$ cat config.mk
export PLATFORM = sky130hd
export DESIGN_NAME = gpt_timer
export DESIGN_NICKNAME = d
export VERILOG_FILES = /design/src/rtl/gpt_pkg.sv /design/src/rtl/gpt_regs.sv /design/src/rtl/gpt_core.sv /design/src/rtl/gpt_timer.sv
export SDC_FILE = /design/constraint.sdc
export NUM_CORES = 1
export LEC_CHECK = 0
export ABC_AREA = 1
export BUFFER_PORTS_ARGS = -buffer_cell sky130_fd_sc_hd__buf_4
export CAP_MARGIN = 20
export CORE_MARGIN = 1.5
export CORE_UTILIZATION = 52
export DETAILED_ROUTE_END_ITERATION = 8
export GPL_TIMING_DRIVEN = 0
export MAX_ROUTING_LAYER = met4
export PLACE_DENSITY = 0.7
export SLEW_MARGIN = 40
export SYNTH_ARGS = -nofsm -noshare
export SYNTH_HDL_FRONTEND = slang
export SYNTH_HIERARCHICAL = 1
export SYNTH_SLANG_ARGS = --single-unit
export TNS_END_PERCENT = 5
$ cat constraint.sdc
create_clock -name clk -period 9.72 [get_ports clk]
set_clock_uncertainty 0.2 [all_clocks]
set_input_delay 1.944 -clock clk [delete_from_list [all_inputs] [get_ports clk]]
set_output_delay 1.944 -clock clk [all_outputs]
set_load 0.01 [all_outputs]
$ cat src/rtl/gpt_pkg.sv
// Package: shared constants for the countdown/seconds timer.
// Holds the register offsets, the status bit positions and the field widths
// shared by the register block, the counter core and the checker.
package gpt_pkg;
    localparam int ADDR_W = 12;

    localparam logic [ADDR_W-1:0] OFF_CFG    = 12'h000;
    localparam logic [ADDR_W-1:0] OFF_MODE_A = 12'h004;
    localparam logic [ADDR_W-1:0] OFF_MODE_B = 12'h008;
    localparam logic [ADDR_W-1:0] OFF_CTRL   = 12'h00C;
    localparam logic [ADDR_W-1:0] OFF_MASK   = 12'h018;
    localparam logic [ADDR_W-1:0] OFF_RAW    = 12'h01C;
    localparam logic [ADDR_W-1:0] OFF_MSTAT  = 12'h020;
    localparam logic [ADDR_W-1:0] OFF_CLR    = 12'h024;
    localparam logic [ADDR_W-1:0] OFF_LOAD_A = 12'h028;
    localparam logic [ADDR_W-1:0] OFF_LOAD_B = 12'h02C;
    localparam logic [ADDR_W-1:0] OFF_MAT_A  = 12'h030;
    localparam logic [ADDR_W-1:0] OFF_MAT_B  = 12'h034;
    localparam logic [ADDR_W-1:0] OFF_PRE_A  = 12'h038;
    localparam logic [ADDR_W-1:0] OFF_CNT_A  = 12'h048;

    // Status register layout
    localparam int ST_W    = 7;
    localparam int ST_TO   = 0;   // countdown expiry
    localparam int ST_RTC  = 3;   // seconds count wrapped to zero
    localparam logic [ST_W-1:0] MASK_KEEP = 7'h77;

    // Control register layout
    localparam int CTRL_W     = 16;
    localparam int CTRL_RUN   = 0;
    localparam int CTRL_TRIG  = 5;

    // Configuration codes
    localparam int CFG_W = 3;
    localparam logic [CFG_W-1:0] CFG_COUNTDOWN = 3'd0;
    localparam logic [CFG_W-1:0] CFG_SECONDS   = 3'd1;
    localparam logic [CFG_W-1:0] CFG_SPLIT_MIN = 3'd4;
endpackage

$ cat src/rtl/gpt_regs.sv
// Module: gpt_regs
// Register file and read mux of the timer. Decodes bus writes, keeps the
// configuration, modes, control, mask, raw status, split load/match halves
// and prescale storage, and forms the level interrupt.
// Assumes: reads have no side effect; a bus write and a core event on the
// same edge resolve with write priority for control and set priority for status.
module gpt_regs
    import gpt_pkg::*;
#(
    parameter int HALF_W = 16,
    parameter int MODE_W = 4,
    parameter int PRE_W  = 8,
    localparam int DATA_W = 2 * HALF_W
) (
    input  logic              clk,
    input  logic              rst_n,
    input  logic [ADDR_W-1:0] addr,
    input  logic              we,
    input  logic [DATA_W-1:0] wdata,
    output logic [DATA_W-1:0] rdata,
    input  logic              expire,
    input  logic              rtc_wrap,
    input  logic [DATA_W-1:0] rtc_cnt,
    output logic [CFG_W-1:0]  cfg,
    output logic              run,
    output logic              trig_en,
    output logic              oneshot,
    output logic              start,
    output logic [DATA_W-1:0] reload,
    output logic [DATA_W-1:0] match,
    output logic [ST_W-1:0]   raw,
    output logic [ST_W-1:0]   mask,
    output logic              irq
);
    logic [CFG_W-1:0]  cfg_q;
    logic [MODE_W-1:0] mode_a_q, mode_b_q;
    logic [CTRL_W-1:0] ctrl_q;
    logic [ST_W-1:0]   mask_q, raw_q, set_vec;
    logic [HALF_W-1:0] load_lo_q, load_hi_q, mat_lo_q, mat_hi_q;
    logic [PRE_W-1:0]  pre_q [2];
    logic              wide_access;

    // Per-offset write strobes
    logic wr_cfg, wr_mode_a, wr_mode_b, wr_ctrl, wr_mask, wr_clr;
    logic wr_load_a, wr_load_b, wr_mat_a, wr_mat_b;

    // Decode of which register a bus write targets
    always_comb begin
        wr_cfg    = we && (addr == OFF_CFG);
        wr_mode_a = we && (addr == OFF_MODE_A);
        wr_mode_b = we && (addr == OFF_MODE_B);
        wr_ctrl   = we && (addr == OFF_CTRL);
        wr_mask   = we && (addr == OFF_MASK);
        wr_clr    = we && (addr == OFF_CLR);
        wr_load_a = we && (addr == OFF_LOAD_A);
        wr_load_b = we && (addr == OFF_LOAD_B);
        wr_mat_a  = we && (addr == OFF_MAT_A);
        wr_mat_b  = we && (addr == OFF_MAT_B);
    end

    assign wide_access = (cfg_q < CFG_SPLIT_MIN);

    // Configuration and mode storage
    always_ff @(posedge clk) begin
        if (!rst_n) begin
            cfg_q    <= '0;
            mode_a_q <= '0;
            mode_b_q <= '0;
        end else begin
            if (wr_cfg)    cfg_q    <= wdata[CFG_W-1:0];
            if (wr_mode_a) mode_a_q <= wdata[MODE_W-1:0];
            if (wr_mode_b) mode_b_q <= wdata[MODE_W-1:0];
        end
    end

    // Control register: bus write wins, else a one-shot expiry drops the run bit
    always_ff @(posedge clk) begin
        if (!rst_n) begin
            ctrl_q <= '0;
        end else if (wr_ctrl) begin
            ctrl_q <= wdata[CTRL_W-1:0];
        end else if (expire && mode_a_q[0]) begin
            ctrl_q[CTRL_RUN] <= 1'b0;
        end
    end

    // Start pulse on a control write that raises the run bit
    assign start = wr_ctrl && wdata[CTRL_RUN] && !ctrl_q[CTRL_RUN];

    // Core events that raise status bits
    always_comb begin
        set_vec         = '0;
        set_vec[ST_TO]  = expire;
        set_vec[ST_RTC] = rtc_wrap;
    end

    // Mask and raw status, clear by writing ones, set has priority
    always_ff @(posedge clk) begin
        if (!rst_n) begin
            mask_q <= '0;
            raw_q  <= '0;
        end else begin
            if (wr_mask) mask_q <= wdata[ST_W-1:0] & MASK_KEEP;
            raw_q <= (raw_q & ~(wr_clr ? wdata[ST_W-1:0] : '0)) | set_vec;
        end
    end

    // Load and match halves; a wide write reaches the high half only below config 4
    always_ff @(posedge clk) begin
        if (!rst_n) begin
            load_lo_q <= '0;
            load_hi_q <= '0;
            mat_lo_q  <= '0;
            mat_hi_q  <= '0;
        end else begin
            if (wr_load_a) begin
                load_lo_q <= wdata[HALF_W-1:0];
                if (wide_access) load_hi_q <= wdata[DATA_W-1:HALF_W];
            end else if (wr_load_b) begin
                load_hi_q <= wdata[HALF_W-1:0];
            end
            if (wr_mat_a) begin
                mat_lo_q <= wdata[HALF_W-1:0];
                if (wide_access) mat_hi_q <= wdata[DATA_W-1:HALF_W];
            end else if (wr_mat_b) begin
                mat_hi_q <= wdata[HALF_W-1:0];
            end
        end
    end

    // Prescale storage, one register per half-timer
    for (genvar g = 0; g < 2; g++) begin : g_pre
        always_ff @(posedge clk) begin
            if (!rst_n) begin
                pre_q[g] <= '0;
            end else if (we && (addr == OFF_PRE_A + ADDR_W'(4 * g))) begin
                pre_q[g] <= wdata[PRE_W-1:0];
            end
        end
    end

    // Read mux, unmapped offsets return zero
    always_comb begin
        unique case (addr)
            OFF_CFG:    rdata = DATA_W'(cfg_q);
            OFF_MODE_A: rdata = DATA_W'(mode_a_q);
            OFF_MODE_B: rdata = DATA_W'(mode_b_q);
            OFF_CTRL:   rdata = DATA_W'(ctrl_q);
            OFF_MASK:   rdata = DATA_W'(mask_q);
            OFF_RAW:    rdata = DATA_W'(raw_q);
            OFF_MSTAT:  rdata = DATA_W'(raw_q & mask_q);
            OFF_LOAD_A: rdata = {wide_access ? load_hi_q : '0, load_lo_q};
            OFF_LOAD_B: rdata = DATA_W'(load_hi_q);
            OFF_MAT_A:  rdata = {wide_access ? mat_hi_q : '0, mat_lo_q};
            OFF_MAT_B:  rdata = DATA_W'(mat_hi_q);
            OFF_PRE_A:  rdata = DATA_W'(pre_q[0]);
            OFF_PRE_A + ADDR_W'(4): rdata = DATA_W'(pre_q[1]);
            OFF_CNT_A:  rdata = (cfg_q == CFG_SECONDS) ? rtc_cnt : '0;
            default:    rdata = '0;
        endcase
    end

    assign cfg     = cfg_q;
    assign run     = ctrl_q[CTRL_RUN];
    assign trig_en = ctrl_q[CTRL_TRIG];
    assign oneshot = mode_a_q[0];
    assign reload  = {load_hi_q, load_lo_q};
    assign match   = {mat_hi_q, mat_lo_q};
    assign raw     = raw_q;
    assign mask    = mask_q;
    assign irq     = |(raw_q & mask_q);
endmodule

$ cat src/rtl/gpt_core.sv
// Module: gpt_core
// Counting engine of the timer: a down-counter for configuration 0 and a
// seconds counter for configuration 1.
// Assumes: start is a one-cycle pulse at the edge that sets the run bit;
// sec_tick is a one-cycle strobe; reload values 0 and 1 both give a period of 1.
module gpt_core
    import gpt_pkg::*;
#(
    parameter int DATA_W = 32
) (
    input  logic              clk,
    input  logic              rst_n,
    input  logic [CFG_W-1:0]  cfg,
    input  logic              run,
    input  logic              start,
    input  logic              trig_en,
    input  logic [DATA_W-1:0] reload,
    input  logic [DATA_W-1:0] match,
    input  logic              sec_tick,
    output logic              expire,
    output logic              rtc_wrap,
    output logic              rtc_tick,
    output logic [DATA_W-1:0] rtc_cnt,
    output logic              trig
);
    logic [DATA_W-1:0] cnt_q, rtc_q, rtc_inc, rtc_nxt;
    logic              counting, trig_q;

    assign counting = run && (cfg == CFG_COUNTDOWN);
    assign expire   = counting && (cnt_q <= DATA_W'(1));

    // Down-counter: load on start, reload on expiry, else decrement
    always_ff @(posedge clk) begin
        if (!rst_n) begin
            cnt_q <= '0;
        end else if (start) begin
            cnt_q <= reload;
        end else if (counting) begin
            cnt_q <= expire ? reload : cnt_q - DATA_W'(1);
        end
    end

    // Trigger pulse registered on the expiry edge
    always_ff @(posedge clk) begin
        if (!rst_n) trig_q <= 1'b0;
        else        trig_q <= expire && trig_en;
    end

    // Next seconds value with wrap past the match value
    always_comb begin
        rtc_inc  = rtc_q + DATA_W'(1);
        rtc_nxt  = (rtc_inc > match) ? '0 : rtc_inc;
        rtc_tick = sec_tick && run && (cfg == CFG_SECONDS);
        rtc_wrap = rtc_tick && (rtc_nxt == '0);
    end

    // Seconds counter advances once per qualified strobe
    always_ff @(posedge clk) begin
        if (!rst_n)        rtc_q <= '0;
        else if (rtc_tick) rtc_q <= rtc_nxt;
    end

    assign rtc_cnt = rtc_q;
    assign trig    = trig_q;
endmodule

$ cat src/rtl/gpt_timer.sv
// Module: gpt_timer (top)
// Bus-mapped timer: joins the register file to the counting engine.
// Assumes: single-cycle register accesses, combinational read data.
module gpt_timer
    import gpt_pkg::*;
#(
    parameter int HALF_W = 16,
    parameter int MODE_W = 4,
    parameter int PRE_W  = 8,
    localparam int DATA_W = 2 * HALF_W
) (
    input  logic              clk,
    input  logic              rst_n,
    input  logic              sec_tick,
    input  logic [ADDR_W-1:0] bus_addr,
    input  logic              bus_we,
    input  logic [DATA_W-1:0] bus_wdata,
    output logic [DATA_W-1:0] bus_rdata,
    output logic              irq,
    output logic              trig_out
);
    logic [CFG_W-1:0]  cfg;
    logic              run, trig_en, oneshot, start;
    logic              expire, rtc_wrap, rtc_tick;
    logic [DATA_W-1:0] reload, match, rtc_cnt;
    logic [ST_W-1:0]   raw_st, mask_st;

    gpt_regs #(.HALF_W(HALF_W), .MODE_W(MODE_W), .PRE_W(PRE_W)) u_regs (
        .clk(clk), .rst_n(rst_n), .addr(bus_addr), .we(bus_we),
        .wdata(bus_wdata), .rdata(bus_rdata), .expire(expire),
        .rtc_wrap(rtc_wrap), .rtc_cnt(rtc_cnt), .cfg(cfg), .run(run),
        .trig_en(trig_en), .oneshot(oneshot), .start(start),
        .reload(reload), .match(match), .raw(raw_st), .mask(mask_st),
        .irq(irq)
    );

    gpt_core #(.DATA_W(DATA_W)) u_core (
        .clk(clk), .rst_n(rst_n), .cfg(cfg), .run(run), .start(start),
        .trig_en(trig_en), .reload(reload), .match(match),
        .sec_tick(sec_tick), .expire(expire), .rtc_wrap(rtc_wrap),
        .rtc_tick(rtc_tick), .rtc_cnt(rtc_cnt), .trig(trig_out)
    );
endmodule

==> run metrics, run 1 <==
Max Slew Vio Count=0; Hold Crit Class=flop to flop; core area=0.0233 mm^2; footprint of the multi-input gates=0.00706 mm^2; share of layout cells above drive strength 1=10.9%; clock root buffer=clkbuf_16; worst reg2reg setup slack=4810 ps; hold path startpoint=u_regs/ctrl_q[12]; Worst EP required=7580 ps; H-Tree Depth=4; Power Total=0.00163 W; VDD IR max=0.0859 mV; Tcrit/Tclk final=63.0%; slowest cell on the critical path=nor3_1; Site Rows=56; clk sinks=185; setup TNS=0 ps; largest net degree at the start of global routing=24; RR Endpoint=u_regs/raw[3]; initial antenna violation count=0; Worst Hold Depth=2; first-pass GRT wire length=74.1 mm; clock buffer depth=2; Antenna Nets Post-Route=0; wire length per cell=21.3 um; worst hold path endpoint=u_regs/ctrl_q[12]; Max Cap Viol=0; CP max stage delay=540 ps; worst skew pair latency=460 ps; WHS=251 ps; # hold bufs at CTS=0; CP Capture Type=output port; Initial Utilization=52.7%; Setup crit start kind=input port; GRT overflow=0; Synth-to-Final Area Change=13.3%; Gate Count Post-Synth=1945; RSZ-0062 raised after global routing=false; TritonRoute pass-1 iters=7; half-perimeter wire length after placement=39.0 mm; Num CTS Buffers=17; min cycle time layout=6120 ps; Crit path arrival time=3980 ps; Vias=13900; final setup vio count=0; Remaining DRCs=0; max_slew headroom=44.8%; cts repair resizes=0; syn nets=2028; n_diodes=0; Clock Pin Slew Worst Setup and Hold Paths=70 ps; Die X=157 um; status=complete, no violations; gr usage total=42.3%; vias per cell=5.86; Layout Utilization=59.7%; FILL cells=2349; reg2reg start=u_core/rtc_cnt[0]; slew at the pin closest to its max-slew limit=822 ps; number of global-route vias before repair=12500; Die Ht=157 um; cell area after placement=0.0133 mm^2; class of the most critical setup path=input port to output port; worst reg-to-reg path cell count=23; Routed WL=50.6 mm; fin nets=2125; DIE AREA=0.0246 mm^2; IO Port Bufs=78; top-level I/O count=82; cell area after layout=0.0139 mm^2; synth warn=6; TritonCTS clock tree=done; setup repair bufs after CTS=0; crit path cell chain=buf_4 -> nor3_1 -> nand3_2 -> buf_2 -> nor2_1 -> nor2_1 -> nand3_1 -> buf_4; Max FO, Critical Path=10; Final Hold Vio Count=0; Buf+Inv Stages, Crit Path=3; PwrDens=117 mW/mm^2; static leakage=6.49 nW; Top delay family on crit path=simple AND/OR/NAND/NOR gates; Post-Syn Area=0.0123 mm^2; register area=0.00386 mm^2; syn avg cell area=6.32 um^2; FMAX=163 MHz; initial DRC count=1790; routability cong.=1.04
-- state kept, by name, summed over array words and instances, names as in the netlist, 7 cells and up --
signal	cells
u_core/cnt_q	32
u_regs/pre_q	16
u_regs/raw	7
u_regs/load_lo_q	16
u_core/rtc_cnt	32
u_regs/mat_hi_q	16
u_regs/mat_lo_q	16
u_regs/load_hi_q	16
u_regs/ctrl_q	16
-- placed cells by master, fill, tap and decap left out, types with 4 or more instances in the layout --
| master | instances |
|---|---|
| nand2_1 | 477 |
| edfxtp_1 | 16 |
| inv_2 | 9 |
| nand3_1 | 145 |
| nand3b_1 | 17 |
| nor2_4 | 6 |
| buf_1 | 6 |
| nand4_1 | 23 |
| inv_1 | 236 |
| ha_1 | 35 |
| nor3_1 | 17 |
| clkbuf_16 | 17 |
| o211ai_1 | 18 |
| a21oi_1 | 142 |
| o22ai_1 | 11 |
| buf_6 | 6 |
| nor2_1 | 253 |
| buf_2 | 35 |
| nand2_2 | 10 |
| nand3_2 | 7 |
| o21ai_1 | 5 |
| or2_2 | 5 |
| a211oi_1 | 13 |
| nor2_2 | 14 |
| nor3_2 | 4 |
| clkbuf_1 | 38 |
| inv_12 | 6 |
| dfxtp_1 | 169 |
| xor2_1 | 28 |
| o21ai_0 | 154 |
| xnor2_1 | 13 |
| buf_4 | 82 |
-- power breakdown --
group | total [W] | switching, W | internal, W
clock network | 0.000777 | 0.000410 | 0.000366
logic | 0.0000854 | 0.0000615 | 0.0000239
registers | 0.000772 | 0.00000145 | 0.000771
total | 0.00163 | 0.000473 | 0.00116
-- metrics by stage --
step	setup WS, ps	cells
6_report	3600	2374
5_1_grt	3580	2374
4_1_cts	3680	2374
3_5_place_dp	3680	2342
3_3_place_gp	3680	2342
2_1_floorplan	4550	1945
-- worst max path at each step --
stage                       startpoint            end  slack [ps]  depth (start not counted)
after global placement     bus_addr[1]   bus_rdata[4]        3680                         10
after detailed placement   bus_addr[1]   bus_rdata[4]        3680                         10
after floorplan           bus_addr[11]  bus_rdata[14]        4550                         11
after global routing       bus_addr[5]   bus_rdata[4]        3580                          8
final                      bus_addr[5]   bus_rdata[4]        3600                          8
after CTS                  bus_addr[1]   bus_rdata[4]        3680                         10
-- tightest hold or removal path: cells and delay by family, from the launching register on --
| family | cells | cell delay, ps |
|---|---|---|
| flip-flops | 1 | 310 |
| AO/OA/AOI/OAI | 1 | 50 |
| buffers and inverters | 1 | 50 |
-- per-layer routing --
metal	part of all wire, %	up-vias	GRT usage, %	wire (um)
met5	0	-	-	0
met3	10	180	6.67	5070
li1	-	6460	-	-
met4	6.2	0	23.4	3130
met2	43	887	62.1	21600
met1	41	6392	55.4	20800
-- cell type report --
cell class | count | area share, %
Clock inverter | 15 | 1.56
Tap cell | 319 | 2.87
Sequential cell | 185 | 27.7
Clock buffer | 17 | 3.05
Inverter | 250 | 6.77
Multi-Input combinational cell | 1421 | 50.7
Buffer | 89 | 3.14
Timing Repair Buffer | 78 | 4.20
Note: power is estimated with default switching activity, not from simulation.
==> inputs of run 2 (changes only) <==
Settings changed: PLACE_DENSITY 0.7 to 0.73.
Clock period 9.72 ns to 5.3 ns, I/O delays scaled along.
==> run 2 against run 1 <==
Non-clock buffer count unchanged. Final cell count stayed put. Register-to-register slack got worse by 4100 ps.
==> run metrics, run 2 (synthesis results as in run 1) <==
Worst Slack Setup Final=700 ps (-2900 ps); met1 Use GR=55.5% (+0.078 points); Max Cap Viol=0 (unchanged); Die Ht=157 um (unchanged); clk sinks=185 (unchanged); fin nets=2125 (unchanged); largest net degree at the start of global routing=23 (-4.2%); final setup vio count=0 (unchanged); TritonRoute pass-1 iters=6 (-1); clock root buffer=clkbuf_16; Die X=157 um (unchanged); GR Util met3=7.26% (+0.58 points); FILL cells=2394 (+1.9%); Setup crit start kind=flop; class of the most critical setup path=flop to flop; Tcrit/Tclk final=86.8%; number of global-route vias before repair=13000 (+3.5%); initial antenna violation count=0 (unchanged); VDD IR max=0.157 mV (+83%); IO Port Bufs=78 (unchanged); worst reg2reg setup slack=700 ps (-4110 ps); vias per cell=5.89 (+0.50%); Max FO, Critical Path=10 (unchanged); PwrDens=213 mW/mm^2 (+81%); FMAX=217 MHz; static leakage=6.49 nW (-0.11%); Worst EP required=5480 ps (-2100 ps); Initial Utilization=52.7% (unchanged); TritonCTS clock tree=done; cts repair resizes=0 (unchanged); half-perimeter wire length after placement=39.3 mm (+0.70%); share of layout cells above drive strength 1=10.9% (-0.049 points); top-level I/O count=82 (unchanged); Routed WL=50.6 mm (about the same); core area=0.0233 mm^2 (unchanged); status=complete, no violations; met2 usage=61.4% (-0.67 points); gr usage total=42.8% (+0.48 points); setup repair bufs after CTS=0 (unchanged); commonest non-fill, non-tap cell in the layout=nand2_1; routability cong.=1.07 (+2.7%); Clock Pin Slew Worst Setup and Hold Paths=90 ps (+20 ps); cell area after placement=0.0133 mm^2 (unchanged); cell area after layout=0.0139 mm^2 (about the same); clock buffer depth=2 (unchanged); RSZ-0062 raised after global routing=false; GRT overflow=0 (unchanged); non-filler cells in the finished layout=2374 (unchanged); pre-CTS setup slack=871 ps (-2810 ps); Crit path arrival time=4780 ps (+800 ps); Site Rows=56 (unchanged); max_slew headroom=44.8% (about the same); CP Capture Type=flop; register area=0.00386 mm^2 (unchanged); # hold bufs at CTS=0 (unchanged); grt peak-use layer=met2; setup TNS=0 ps (unchanged); Antenna Nets Post-Route=0 (unchanged); Remaining DRCs=0 (unchanged); Num CTS Buffers=17 (unchanged); slew at the pin closest to its max-slew limit=823 ps (+0.607 ps); Final Hold Vio Count=0 (unchanged); Max Slew Vio Count=0 (unchanged); footprint of the multi-input gates=0.00705 mm^2 (about the same); WHS=255 ps (+3.93 ps); cell count after placement=2342 (unchanged); most frequent cells in the layout=477 x nand2_1, 253 x nor2_1, 236 x inv_1; first-pass GRT wire length=75.2 mm (+1.5%); Synth-to-Final Area Change=13.2% (about the same); H-Tree Depth=4 (unchanged); n_diodes=0 (unchanged); DIE AREA=0.0246 mm^2 (unchanged); wire length per cell=21.3 um (about the same); min cycle time layout=4600 ps; Vias=14000 (+0.50%); worst skew pair latency=460 ps (about the same); Hold Crit Class=flop to flop; initial DRC count=1954 (+9.2%)
run 2: cell count changes in the layout (fill, tap and decap cells not counted), sizes merged:
cell    change
clkinv      +4
inv         -4
run 2: worst paths after layout:
| path | start | depth (start not counted) | to |
|---|---|---|---|
| max reg2reg | u_core/rtc_cnt[0] | 24 | u_regs/raw[3] |
| max | u_core/rtc_cnt[0] | 24 | u_regs/raw[3] |
| min reg2reg | u_regs/mode_a_q[1] | 2 | u_regs/mode_a_q[1] |
| min | u_regs/mode_a_q[1] | 2 | u_regs/mode_a_q[1] |
run 2: power breakdown:
group | switching (W) | internal (W)
combinational | 0.000112 | 0.0000438
sequential | 0.00000286 | 0.00141
clock | 0.000731 | 0.000660
run 2: routing by layer:
layer | share of wire [%] | wire length (um) | vias up
met1 | 40 | 20300 | 6392
met3 | 11 | 5540 | 226
met4 | 7.4 | 3720 | 0
met2 | 42 | 21000 | 913
met5 | 0 | 0 | -
li1 | - | - | 6458
run 2: through the flow:
step	utilization (%)	total power (W)
final	59.7	0.00296
after global routing	59.7	0.00303
after CTS	59.7	0.00295
after detailed placement	56.9	0.00160
after global placement	56.9	0.00160
after floorplan	-	0.00152
run 2: cell type report:
type / instances / share of cell area [%]
multi-input combinational: 1421 / 50.7
sequential: 185 / 27.8
inverter: 250 / 6.78
timing repair buffer: 78 / 4.21
buffer: 89 / 3.15
clock buffer: 17 / 3.06
tap: 319 / 2.87
clock inverter: 15 / 1.54
run 2: critical path, stage by stage, from the launching register on:
cell and delay, ps:
dfxtp_1 520, ha_1 240, nand2_2 80, nor3_4 360, nand3_2 190, nor2_4 180
nand3b_1 120, xor2_1 230, inv_1 90, ha_1 290, nand2_1 60, nor2_1 100
nand2_1 90, nor2_1 250, nand2_1 130, nand2_1 90, nand2_1 140, buf_2 230
o21ai_0 120, nand2_1 80, nor2_1 130, nand3_1 100, nor2_1 220, inv_1 110
a21oi_1 160
==> inputs of run 3 (changes only) <==
Settings changed: CORE_UTILIZATION 52 to 43, PLACE_DENSITY 0.73 to default.
==> run 3 against run 2 <==
Cell area is 0.45% higher. Non-clock buffer count unchanged. Critical path type unchanged. Final cell count grew 2.5%. Highest routed layer unchanged. Routed wire length is 4.7% higher.
==> run metrics, run 3 (synthesis results as in run 1) <==
class of the most critical setup path=flop to flop; Final Hold Vio Count=0 (unchanged); Die Ht=172 um (+9.8%); RR Endpoint=u_regs/raw[3]; min cycle time layout=4690 ps (+93.7 ps); number of global-route vias before repair=12500 (-3.2%); Max FO, Critical Path=10 (unchanged); Die X=172 um (+9.8%); Gate power share=5.3% (about the same); cell area after layout=0.0140 mm^2 (+0.45%); cts repair resizes=0 (unchanged); Routed WL=53.0 mm (+4.7%); Remaining DRCs=0 (unchanged); worst reg-to-reg path cell count=24 (unchanged); vias per cell=5.66 (-4.0%); Num CTS Buffers=17 (unchanged); static leakage=6.49 nW (about the same); FMAX=213 MHz (-2.0%); Clock Power Share=47.0% (about the same); Int Pwr=0.00218 W (+3.1%); met1 Use GR=52.5% (-3.0 points); gr usage total=37.3% (-5.4 points); Worst Slack Setup Final=606 ps (-93.7 ps); Antenna Nets Post-Route=0 (unchanged); Clock Pin Slew Worst Setup and Hold Paths=80 ps (about the same); hold path startpoint=u_regs/mode_b_q[3]; clock buffer depth=2 (unchanged); setup TNS=0 ps (unchanged); Vias=13800 (-1.6%); RSZ-0062 raised after global routing=false; initial DRC count=1543 (-21%); setup repair bufs after CTS=0 (unchanged); TritonCTS clock tree=done; top-level I/O count=82 (unchanged); H-Tree Depth=4 (unchanged); GRT overflow=0 (unchanged); fin nets=2125 (unchanged); Power Total=0.00297 W (+0.29%); half-perimeter wire length after placement=42.0 mm (+6.9%); grt peak-use layer=met2; met2 usage=55.2% (-6.2 points); clock root buffer=clkbuf_16; Hold Crit Class=flop to flop; most frequent cells in the layout=477 x nand2_1, 253 x nor2_1, 236 x inv_1; Max Slew Vio Count=0 (unchanged); final setup vio count=0 (unchanged); share of layout cells above drive strength 1=10.9% (unchanged); Sw Share=26.6% (-2.0 points); clk sinks=185 (unchanged); initial antenna violation count=0 (unchanged); slew at the pin closest to its max-slew limit=797 ps (-26.2 ps); Tcrit/Tclk final=88.6% (+1.8 points); Worst EP required=5490 ps (about the same); P_sw=0.000789 W (-6.7%); cell area after placement=0.0134 mm^2 (+0.56%); pre-CTS setup slack=832 ps (-39.3 ps); # hold bufs at CTS=0 (unchanged); worst hold path endpoint=u_regs/mode_b_q[3]; Site Rows=61 (+8.9%); DIE AREA=0.0296 mm^2 (+21%); cell count after placement=2401 (+2.5%); CP Capture Type=flop; IO Port Bufs=78 (unchanged); n_diodes=0 (unchanged); max_slew headroom=46.9% (+2.1 points); Synth-to-Final Area Change=13.7%; commonest non-fill, non-tap cell in the layout=nand2_1; worst skew pair latency=460 ps (about the same); Setup crit start kind=flop; TritonRoute pass-1 iters=8 (+2); first-pass GRT wire length=77.7 mm (+3.3%); Initial Utilization=44.0% (-8.7 points); GR Util met3=5.31% (-1.9 points); core area=0.0279 mm^2 (+20%); VDD IR max=0.202 mV (+28%); PwrDens=213 mW/mm^2 (-0.16%); Worst Hold Depth=2 (unchanged); Crit path arrival time=4890 ps (+110 ps); status=complete, no violations; reg2reg start=u_core/rtc_cnt[7]; Max Cap Viol=0 (unchanged); largest net degree at the start of global routing=20 (-13%); routability cong.=0.979 (-8.1%); non-filler cells in the finished layout=2433 (+2.5%); wire length per cell=21.8 um (+2.2%); worst reg2reg setup slack=610 ps (-90 ps); FILL cells=3052 (+27%); sequential share of power=47.6% (-0.2 points)
## run 3: changes by cell type in the layout (fill, tap and decap cells not counted)
| cell | before | now |
|---|---|---|
| bufinv_16 | 0 | 2 |
| clkinv_2 | 2 | 3 |
| clkinv_4 | 0 | 2 |
| clkinv_8 | 7 | 3 |
| inv_12 | 4 | 0 |
| inv_6 | 4 | 3 |
| inv_8 | 0 | 4 |
## run 3: power groups by stage
stage	Sequential, W	Clock [W]	Combinational [W]
final	0.00142	0.00140	0.000159
after global routing	0.00142	0.00147	0.000167
after CTS	0.00142	0.00141	0.000154
after detailed placement	0.00145	0	0.000153
after global placement	0.00145	0	0.000153
after floorplan	0.00145	0	0.0000681
## run 3: cell type report
| cell class | instances | area, um^2 | share of cell area, % |
|---|---|---|---|
| repair buffers | 78 | 586 | 4.19 |
| clock buffers | 17 | 425 | 3.04 |
| plain buffers | 89 | 438 | 3.13 |
| flip-flops and latches | 185 | 3860 | 27.6 |
| well taps | 378 | 473 | 3.38 |
| clock inverters | 15 | 203 | 1.45 |
| multi-input cells | 1421 | 7050 | 50.4 |
| inverters | 250 | 943 | 6.75 |
## run 3: per-stage QoR
step                      util [%]  hold WS, ps
after floorplan                  -          224
after global placement        47.8          232
after detailed placement      47.8          237
after CTS                     50.1          249
after global routing          50.1          268
final                         50.1          250
## run 3: worst max path at each step
| stage | slack (ps) | start | cells past startpoint | endpoint |
|---|---|---|---|---|
| after floorplan | 1900 | bus_addr[11] | 11 | bus_rdata[14] |
| final | 610 | u_core/rtc_cnt[7] | 24 | u_regs/raw[3] |
| after detailed placement | 830 | u_core/rtc_cnt[7] | 24 | u_regs/raw[3] |
| after global routing | 400 | u_core/rtc_cnt[7] | 24 | u_regs/raw[3] |
| after CTS | 810 | u_core/rtc_cnt[7] | 24 | u_regs/raw[3] |
| after global placement | 810 | u_core/rtc_cnt[7] | 24 | u_regs/raw[3] |
## run 3: metal layers
metal  wire length (um)  up-vias
met1              24200     6540
met2              22700      676
met4               1460        0
met5                  0        -
li1                   -     6473
met3               4560       74
## run 3: critical path, stage by stage (launching register included)
cell and delay, ps:
dfxtp_1 470, nand2_1 170, nor2_2 280, nand3_1 220, nor2_2 210, nand2_1 140
nor2_1 140, xor2_1 260, inv_1 70, ha_1 300, nand2_1 70, nor2_1 140
nand2_1 100, nor2_1 250, nand2_1 90, nand2_1 80, nand2_1 150, buf_2 240
o21ai_0 120, nand2_1 110, nor2_1 150, nand3_1 90, nor2_1 260, inv_1 130
a21oi_1 160
